<file path="config.mk">
export PLATFORM = sky130hd
export DESIGN_NAME = evt_msg_unit
export DESIGN_NICKNAME = d
export VERILOG_FILES = /design/src/rtl/evt_msg_pkg.sv /design/src/rtl/evt_tx.sv /design/src/rtl/evt_rx_asm.sv /design/src/rtl/evt_fifo.sv /design/src/rtl/evt_msg_unit.sv
export SDC_FILE = /design/constraint.sdc
export NUM_CORES = 1
export LEC_CHECK = 0
export BUFFER_PORTS_ARGS = -buffer_cell sky130_fd_sc_hd__buf_2
export CAP_MARGIN = 25
export CORE_ASPECT_RATIO = 1.5
export CORE_MARGIN = 1
export CORE_UTILIZATION = 25
export DETAILED_ROUTE_END_ITERATION = 12
export GPL_TIMING_DRIVEN = 0
export HOLD_SLACK_MARGIN = 0.06
export PLACE_DENSITY_LB_ADDON = 0.1
export SYNTH_ARGS = -nofsm -noshare
export SYNTH_HDL_FRONTEND = slang
export SYNTH_SLANG_ARGS = --single-unit
</file>
<file path="constraint.sdc">
create_clock -name clk -period 3.6 [get_ports clk]
set_input_delay 0.54 -clock clk [delete_from_list [all_inputs] [get_ports clk]]
set_output_delay 0.54 -clock clk [all_outputs]
set_load 0.1 [all_outputs]
</file>
<file path="src/rtl/evt_msg_pkg.sv">
package evt_msg_pkg;
  // Position of each CPU-visible store slot; slot 3 launches the send.
  typedef enum logic [1:0] {
    SLOT_DEST = 2'd0,
    SLOT_CODE = 2'd1,
    SLOT_DAT1 = 2'd2,
    SLOT_DAT2 = 2'd3
  } slot_e;

  // Class tag in the top two header bits; the interface unit routes on it.
  localparam logic [1:0] EVT_CLASS_TAG = 2'b10;
  localparam int unsigned TX_BEATS = 4;
  localparam int unsigned RX_BEATS = 3;
endpackage

</file>
<file path="src/rtl/evt_tx.sv">
module evt_tx
  import evt_msg_pkg::*;
#(
  parameter int unsigned DATA_W = 32,
  parameter int unsigned CORE_W = 4
) (
  input  logic              clk,
  input  logic              rst_n,
  input  logic              st_valid,
  output logic              st_ready,
  input  logic [1:0]        st_addr,
  input  logic [DATA_W-1:0] st_data,
  output logic              tx_valid,
  input  logic              tx_ready,
  output logic [DATA_W-1:0] tx_data,
  output logic              tx_last
);
  localparam int unsigned BEAT_W = $clog2(TX_BEATS);
  localparam int unsigned NSLOT  = TX_BEATS - 1;

  logic [CORE_W-1:0] dest_q;
  logic [DATA_W-1:0] slot_q [NSLOT];
  logic              busy_q;
  logic [BEAT_W-1:0] beat_q;
  logic              st_take;
  logic              beat_go;
  logic [DATA_W-1:0] hdr;

  assign st_ready = !busy_q;
  assign st_take  = st_valid && st_ready;
  assign beat_go  = tx_valid && tx_ready;

  always_ff @(posedge clk or negedge rst_n) begin
    if (!rst_n) dest_q <= '0;
    else if (st_take && st_addr == SLOT_DEST) dest_q <= st_data[CORE_W-1:0];
  end

  // One holding register per payload slot; slot g+1 maps to register g.
  for (genvar g = 0; g < NSLOT; g++) begin : g_slot
    always_ff @(posedge clk or negedge rst_n) begin
      if (!rst_n) slot_q[g] <= '0;
      else if (st_take && st_addr == 2'(g + 1)) slot_q[g] <= st_data;
    end
  end

  always_ff @(posedge clk or negedge rst_n) begin
    if (!rst_n) begin
      busy_q <= 1'b0;
      beat_q <= '0;
    end else if (!busy_q) begin
      if (st_take && st_addr == SLOT_DAT2) begin
        busy_q <= 1'b1;
        beat_q <= '0;
      end
    end else if (beat_go) begin
      if (tx_last) begin
        busy_q <= 1'b0;
        beat_q <= '0;
      end else begin
        beat_q <= beat_q + 1'b1;
      end
    end
  end

  always_comb begin
    hdr = '0;
    hdr[DATA_W-1 -: 2] = EVT_CLASS_TAG;
    hdr[CORE_W-1:0]    = dest_q;
  end

  always_comb begin
    if (beat_q == '0) tx_data = hdr;
    else              tx_data = slot_q[beat_q - 1'b1];
  end

  assign tx_valid = busy_q;
  assign tx_last  = busy_q && (beat_q == BEAT_W'(TX_BEATS - 1));

  a_r3_launch: assert property (@(posedge clk) disable iff (!rst_n)
    (st_valid && st_ready && st_addr == SLOT_DAT2) |=> (tx_valid && !tx_last));
  a_r5_hold: assert property (@(posedge clk) disable iff (!rst_n)
    (tx_valid && !tx_ready) |=> (tx_valid && $stable(tx_data)));
  a_r6_stall: assert property (@(posedge clk) disable iff (!rst_n)
    (tx_valid && !(tx_ready && tx_last)) |=> !st_ready);
  a_r6_release: assert property (@(posedge clk) disable iff (!rst_n)
    (tx_valid && tx_ready && tx_last) |=> (st_ready && !tx_valid));
endmodule

</file>
<file path="src/rtl/evt_rx_asm.sv">
module evt_rx_asm
  import evt_msg_pkg::*;
#(
  parameter int unsigned DATA_W = 32
) (
  input  logic                     clk,
  input  logic                     rst_n,
  input  logic                     rx_valid,
  output logic                     rx_ready,
  input  logic [DATA_W-1:0]        rx_data,
  input  logic                     room,
  output logic                     push,
  output logic [3*DATA_W-1:0]      push_data
);
  localparam int unsigned CNT_W = $clog2(RX_BEATS);

  logic [CNT_W-1:0]  cnt_q;
  logic [DATA_W-1:0] code_q;
  logic [DATA_W-1:0] p1_q;
  logic              take;

  assign rx_ready = room;
  assign take     = rx_valid && rx_ready;
  assign push     = take && (cnt_q == CNT_W'(RX_BEATS - 1));
  assign push_data = {code_q, p1_q, rx_data};

  always_ff @(posedge clk or negedge rst_n) begin
    if (!rst_n) begin
      cnt_q  <= '0;
      code_q <= '0;
      p1_q   <= '0;
    end else if (take) begin
      if (cnt_q == '0) code_q <= rx_data;
      if (cnt_q == CNT_W'(1)) p1_q <= rx_data;
      if (cnt_q == CNT_W'(RX_BEATS - 1)) cnt_q <= '0;
      else cnt_q <= cnt_q + 1'b1;
    end
  end

  a_r7_count_range: assert property (@(posedge clk) disable iff (!rst_n)
    cnt_q < CNT_W'(RX_BEATS));
  a_r9_hold_when_full: assert property (@(posedge clk) disable iff (!rst_n)
    (!room) |=> $stable(cnt_q));
endmodule

</file>
<file path="src/rtl/evt_fifo.sv">
module evt_fifo #(
  parameter int unsigned WIDTH = 96,
  parameter int unsigned DEPTH = 4
) (
  input  logic             clk,
  input  logic             rst_n,
  input  logic             push,
  input  logic [WIDTH-1:0] din,
  input  logic             pop,
  output logic [WIDTH-1:0] dout,
  output logic             empty,
  output logic             full
);
  localparam int unsigned PTR_W = (DEPTH > 1) ? $clog2(DEPTH) : 1;
  localparam int unsigned CNT_W = $clog2(DEPTH + 1);

  logic [WIDTH-1:0] mem [DEPTH];
  logic [PTR_W-1:0] wr_q;
  logic [PTR_W-1:0] rd_q;
  logic [CNT_W-1:0] cnt_q;
  logic             do_pop;
  logic             do_push;

  function automatic logic [PTR_W-1:0] nxt(input logic [PTR_W-1:0] p);
    if (p == PTR_W'(DEPTH - 1)) return '0;
    return p + 1'b1;
  endfunction

  assign empty   = (cnt_q == '0);
  assign full    = (cnt_q == CNT_W'(DEPTH));
  assign do_pop  = pop && !empty;
  assign do_push = push && !full;
  assign dout    = mem[rd_q];

  always_ff @(posedge clk) begin
    if (do_push) mem[wr_q] <= din;
  end

  always_ff @(posedge clk or negedge rst_n) begin
    if (!rst_n) begin
      wr_q  <= '0;
      rd_q  <= '0;
      cnt_q <= '0;
    end else begin
      if (do_push) wr_q <= nxt(wr_q);
      if (do_pop)  rd_q <= nxt(rd_q);
      case ({do_push, do_pop})
        2'b10:   cnt_q <= cnt_q + 1'b1;
        2'b01:   cnt_q <= cnt_q - 1'b1;
        default: cnt_q <= cnt_q;
      endcase
    end
  end

  a_r9_no_overflow: assert property (@(posedge clk) disable iff (!rst_n)
    push |-> !full);
  a_r7_fill: assert property (@(posedge clk) disable iff (!rst_n)
    (push && !pop) |=> !empty);
  a_r8_drain_last: assert property (@(posedge clk) disable iff (!rst_n)
    (cnt_q == CNT_W'(1) && pop && !push) |=> empty);
  a_r10_idle_ack: assert property (@(posedge clk) disable iff (!rst_n)
    (empty && pop && !push) |=> empty);
endmodule

</file>
<file path="src/rtl/evt_msg_unit.sv">
module evt_msg_unit
  import evt_msg_pkg::*;
#(
  parameter int unsigned DATA_W = 32,
  parameter int unsigned CORE_W = 4,
  parameter int unsigned DEPTH  = 4
) (
  input  logic              clk,
  input  logic              rst_n,
  input  logic              st_valid,
  output logic              st_ready,
  input  logic [1:0]        st_addr,
  input  logic [DATA_W-1:0] st_data,
  output logic              tx_valid,
  input  logic              tx_ready,
  output logic [DATA_W-1:0] tx_data,
  output logic              tx_last,
  input  logic              rx_valid,
  output logic              rx_ready,
  input  logic [DATA_W-1:0] rx_data,
  output logic              irq,
  input  logic              irq_ack,
  output logic [DATA_W-1:0] evt_code,
  output logic [DATA_W-1:0] evt_p1,
  output logic [DATA_W-1:0] evt_p2
);
  localparam int unsigned EVT_W = RX_BEATS * DATA_W;

  logic             q_push;
  logic [EVT_W-1:0] q_din;
  logic [EVT_W-1:0] q_dout;
  logic             q_empty;
  logic             q_full;

  evt_tx #(.DATA_W(DATA_W), .CORE_W(CORE_W)) u_tx (
    .clk      (clk),
    .rst_n    (rst_n),
    .st_valid (st_valid),
    .st_ready (st_ready),
    .st_addr  (st_addr),
    .st_data  (st_data),
    .tx_valid (tx_valid),
    .tx_ready (tx_ready),
    .tx_data  (tx_data),
    .tx_last  (tx_last)
  );

  evt_rx_asm #(.DATA_W(DATA_W)) u_rx (
    .clk       (clk),
    .rst_n     (rst_n),
    .rx_valid  (rx_valid),
    .rx_ready  (rx_ready),
    .rx_data   (rx_data),
    .room      (!q_full),
    .push      (q_push),
    .push_data (q_din)
  );

  evt_fifo #(.WIDTH(EVT_W), .DEPTH(DEPTH)) u_q (
    .clk   (clk),
    .rst_n (rst_n),
    .push  (q_push),
    .din   (q_din),
    .pop   (irq_ack),
    .dout  (q_dout),
    .empty (q_empty),
    .full  (q_full)
  );

  assign irq      = !q_empty;
  assign evt_code = q_dout[EVT_W-1 -: DATA_W];
  assign evt_p1   = q_dout[DATA_W +: DATA_W];
  assign evt_p2   = q_dout[DATA_W-1:0];

  a_r7_irq_after_push: assert property (@(posedge clk) disable iff (!rst_n)
    (q_push && !irq_ack) |=> irq);
  a_r8_stable_head: assert property (@(posedge clk) disable iff (!rst_n)
    (irq && !irq_ack) |=> (irq && $stable(evt_code) && $stable(evt_p1) && $stable(evt_p2)));
endmodule

</file>
==> key figures <==
Setup path
  – Slowest Stage Delay on Critical Path: roughly 0.47 ns
  – Worst-path cell chain: inv_1 -> ha_2 -> clkbuf_4 -> mux2_2 -> a22oi_1 -> nor2_2 -> buf_4
  – FF-to-FF setup slack: ~1 ns
  – Reg2Reg Depth: 6
  – R2R Path End: u_q.mem[2][92]
  – CP required: just over 3 ns
  – WS Path Type: reg2out
  – CP top delay family: buffers and inverters
  – CP Launch Type: register
  – Reg2reg start: u_q.cnt_q[2]
  – Worst path arrival time: 2.85 ns
  – Worst path bufs/invs: 3
  – Critical Path End Type: output pin
  – Slowest stage cell, crit path: dfrtp_2
  – Critical path fanouts, max: 10

Routing
  – Top Metal Used: met5
  – Detail Route met3 WL: about 3500 um
  – Final ANT Viol Nets: 0
  – Vias per cell: between 4 and 5
  – Met1 Routed Length: 21470 um
  – Drt pass-1 iters: 6
  – Wirelength per Cell: ~22 um
  – Met2 WL: 28670 um
  – Via count: about 11000
  – Post-route DRC: 0
  – WL final: ~55000 um
  – Drt initial violations: 435

Yosys
  – Synthesized net count: 1123
  – Synth warnings: 0
  – Synth area leader: edfxtp_1
  – Synth area leaders: edfxtp_1 (54%), dfrtp_1 (20%), mux4_2 (10%)
  – Top cell type's share of synthesized area: 53.64%
  – Sequential area share after synthesis: between 70% and 80%
  – FFs w/ async S/R, synth: a little under a third
  – Synthesis-stage register bit count: between 500 and 600
  – Synth Instances: around 1000
  – Yosys cell types: 34
  – EDFF count, synth: ~380
  – Main flop type after synthesis: edfxtp_1
  – Mapped Avg Cell Area: approximately 21 um^2
  – Synthesized area: roughly 0.021 mm^2

GRT
  – Vias in the first global route: about 12000
  – Initial antenna violation count: 8
  – GRT overflow: 0
  – Global-route wire length before repair: a little over 80000 um
  – Largest net degree at the start of global routing: between 90 and 100
  – Overall track demand over capacity in global routing: 12.88%

Final layout
  – Commonest non-fill, non-tap cells in the layout: edfxtp_1 (384), buf_2 (196), dfrtp_1 (175), mux2_2 (162), mux4_2 (96)
  – P&R area growth vs syn: 22.60%
  – Diode count: 0
  – Register area: around 0.016 mm^2
  – Cell Count, Final, Fillers Out: approximately 2500
  – Area of the multi-input gates: about 0.0053 mm^2
  – Post-route cell area: between 0.02 and 0.03 mm^2
  – Fillers: between 8000 and 9000
  – Final net count: approximately 1400
  – Share of cells above drive strength 1: about half
  – Most common cell after layout, fill and taps aside: edfxtp_1

Clocking
  – CTS tree: built
  – CTS H-tree depth: 2
  – Clock Path Buffers: 3
  – CTS sink cnt: 560
  – Clock-pin slew on the worst setup and hold paths: approximately 0.06 ns
  – Root Driver: clkbuf_16
  – CTS Buf Count: 58
  – Clock latency on the worst-skew pair: about 0.63 ns

STA
  – Final Hold Vio Count: 0
  – Max-slew headroom: about a third
  – RSZ-0062 raised after global routing: false
  – Tightest Pin Transition: a little under 1 ns
  – Setup tns final: 0 ns
  – Final worst path period share: a little over nine tenths
  – Worst Clk Skew: a little under 0.03 ns
  – Final setup viols: 0
  – Worst Hold Margin: approximately 0.16 ns
  – Max Freq: between 200 and 300 MHz
  – Fin. max-slew vios: 0
  – Final min period: roughly 3.4 ns

Placed design
  – Placed cell area: approximately 0.024 mm^2
  – Dpl cells: between 2000 and 2500
  – GPL Wtd Cong: 0.6810
  – Post-DP HPWL: 35220 um
  – Number of port buffers: 204

Worst hold path
  – Hold/Removal Path Class: in2reg
  – Hold path depth: 2
  – HP Start: st_data[25]
  – Endpoint, Worst Hold: u_tx.slot_q[25]

Floorplanning
  – Die X: between 200 and 250 um
  – Initial Utilization: 25.27%
  – Die height: about 360 um
  – Std cell rows: between 100 and 150
  – Core Region: ~0.085 mm^2
  – # IOs: 205
  – Die area: 0.08718 mm^2

Run
  – Max cap viols: 0

Run status
  – Run status: finished clean
-- worst max-delay path by stage --
stage                               to  depth (start not counted)            from
after floorplan            tx_data[31]                          7  u_tx.beat_q[0]
after global placement    u_rx.p1_q[4]                          1           rst_n
after detailed placement    tx_data[8]                          9  u_tx.beat_q[0]
after CTS                    evt_p1[8]                          5     u_q.rd_q[1]
after global routing       tx_data[20]                          7  u_tx.beat_q[0]
final                      tx_data[29]                          7  u_tx.beat_q[0]
-- kinds of logic after synthesis --
family	share of synthesized area [%]
flip-flops	74.13
multiplexers	20.83
buffers and inverters	1.513
AND/OR/NAND/NOR	1.368
AO/OA/AOI/OAI	1.478
adder cells (fa/ha/maj)	0.5588
XOR/XNOR	0.1223
-- per-stage QoR --
stage | utilization [%] | setup slack [ns]
finish | 30.98 | 0.2092
global route | 30.98 | 0.007039
CTS | 30.98 | 0.01217
detailed placement | 28.54 | -0.2212
global placement | 28.23 | -1.844
floorplan | - | 0.06568
-- synth_stat cells, drive strengths merged (2+ instances only) --
master and count:
buf 31, and2 5, nor4bb 2, inv 14
nand2 12, dfrtp 176, ha 8, o21ai 8
and4b 2, xor2 2, a21oi 6, nand3 4
a22oi 26, mux4 96, mux2 195, edfxtp 384
clkbuf 26, a221oi 4, nor2 30
-- metal layers --
metal	GRT usage, %	up-vias
met3	3.876	82
li1	-	4676
met2	22.92	258
met1	14.62	5619
met5	0	-
met4	3.847	16
-- state kept, by name (all words and copies together), names as in the netlist --
name and count:
u_q.wr_q 2, u_q.rd_q 2, u_tx.slot_q 96, u_q.cnt_q 3, u_tx.beat_q 2, u_rx.code_q 32, u_rx.cnt_q 2, u_tx.tx_valid 1
u_q.mem 384, u_tx.dest_q 4, u_rx.p1_q 32
-- final cells by class --
| type | instances | area share, % |
|---|---|---|
| flip-flops and latches | 560 | 60.47 |
| well taps | 1130 | 5.365 |
| clock inverters | 37 | 1.557 |
| inverters | 14 | 0.1994 |
| plain buffers | 55 | 1.130 |
| repair buffers | 216 | 5.175 |
| clock buffers | 73 | 5.878 |
| multi-input cells | 411 | 20.23 |
-- timing repair --
item,4_1_cts,5_1_grt
hold buffers,1,0
buffers inserted,0,0
setup endpoints to repair,61,8
resized for setup,52,4
hold endpoints to repair,94,0
Power is left out: the tool's default activity adds up to more than one toggle a clock period on the data nets, which glitch-free logic cannot reach.
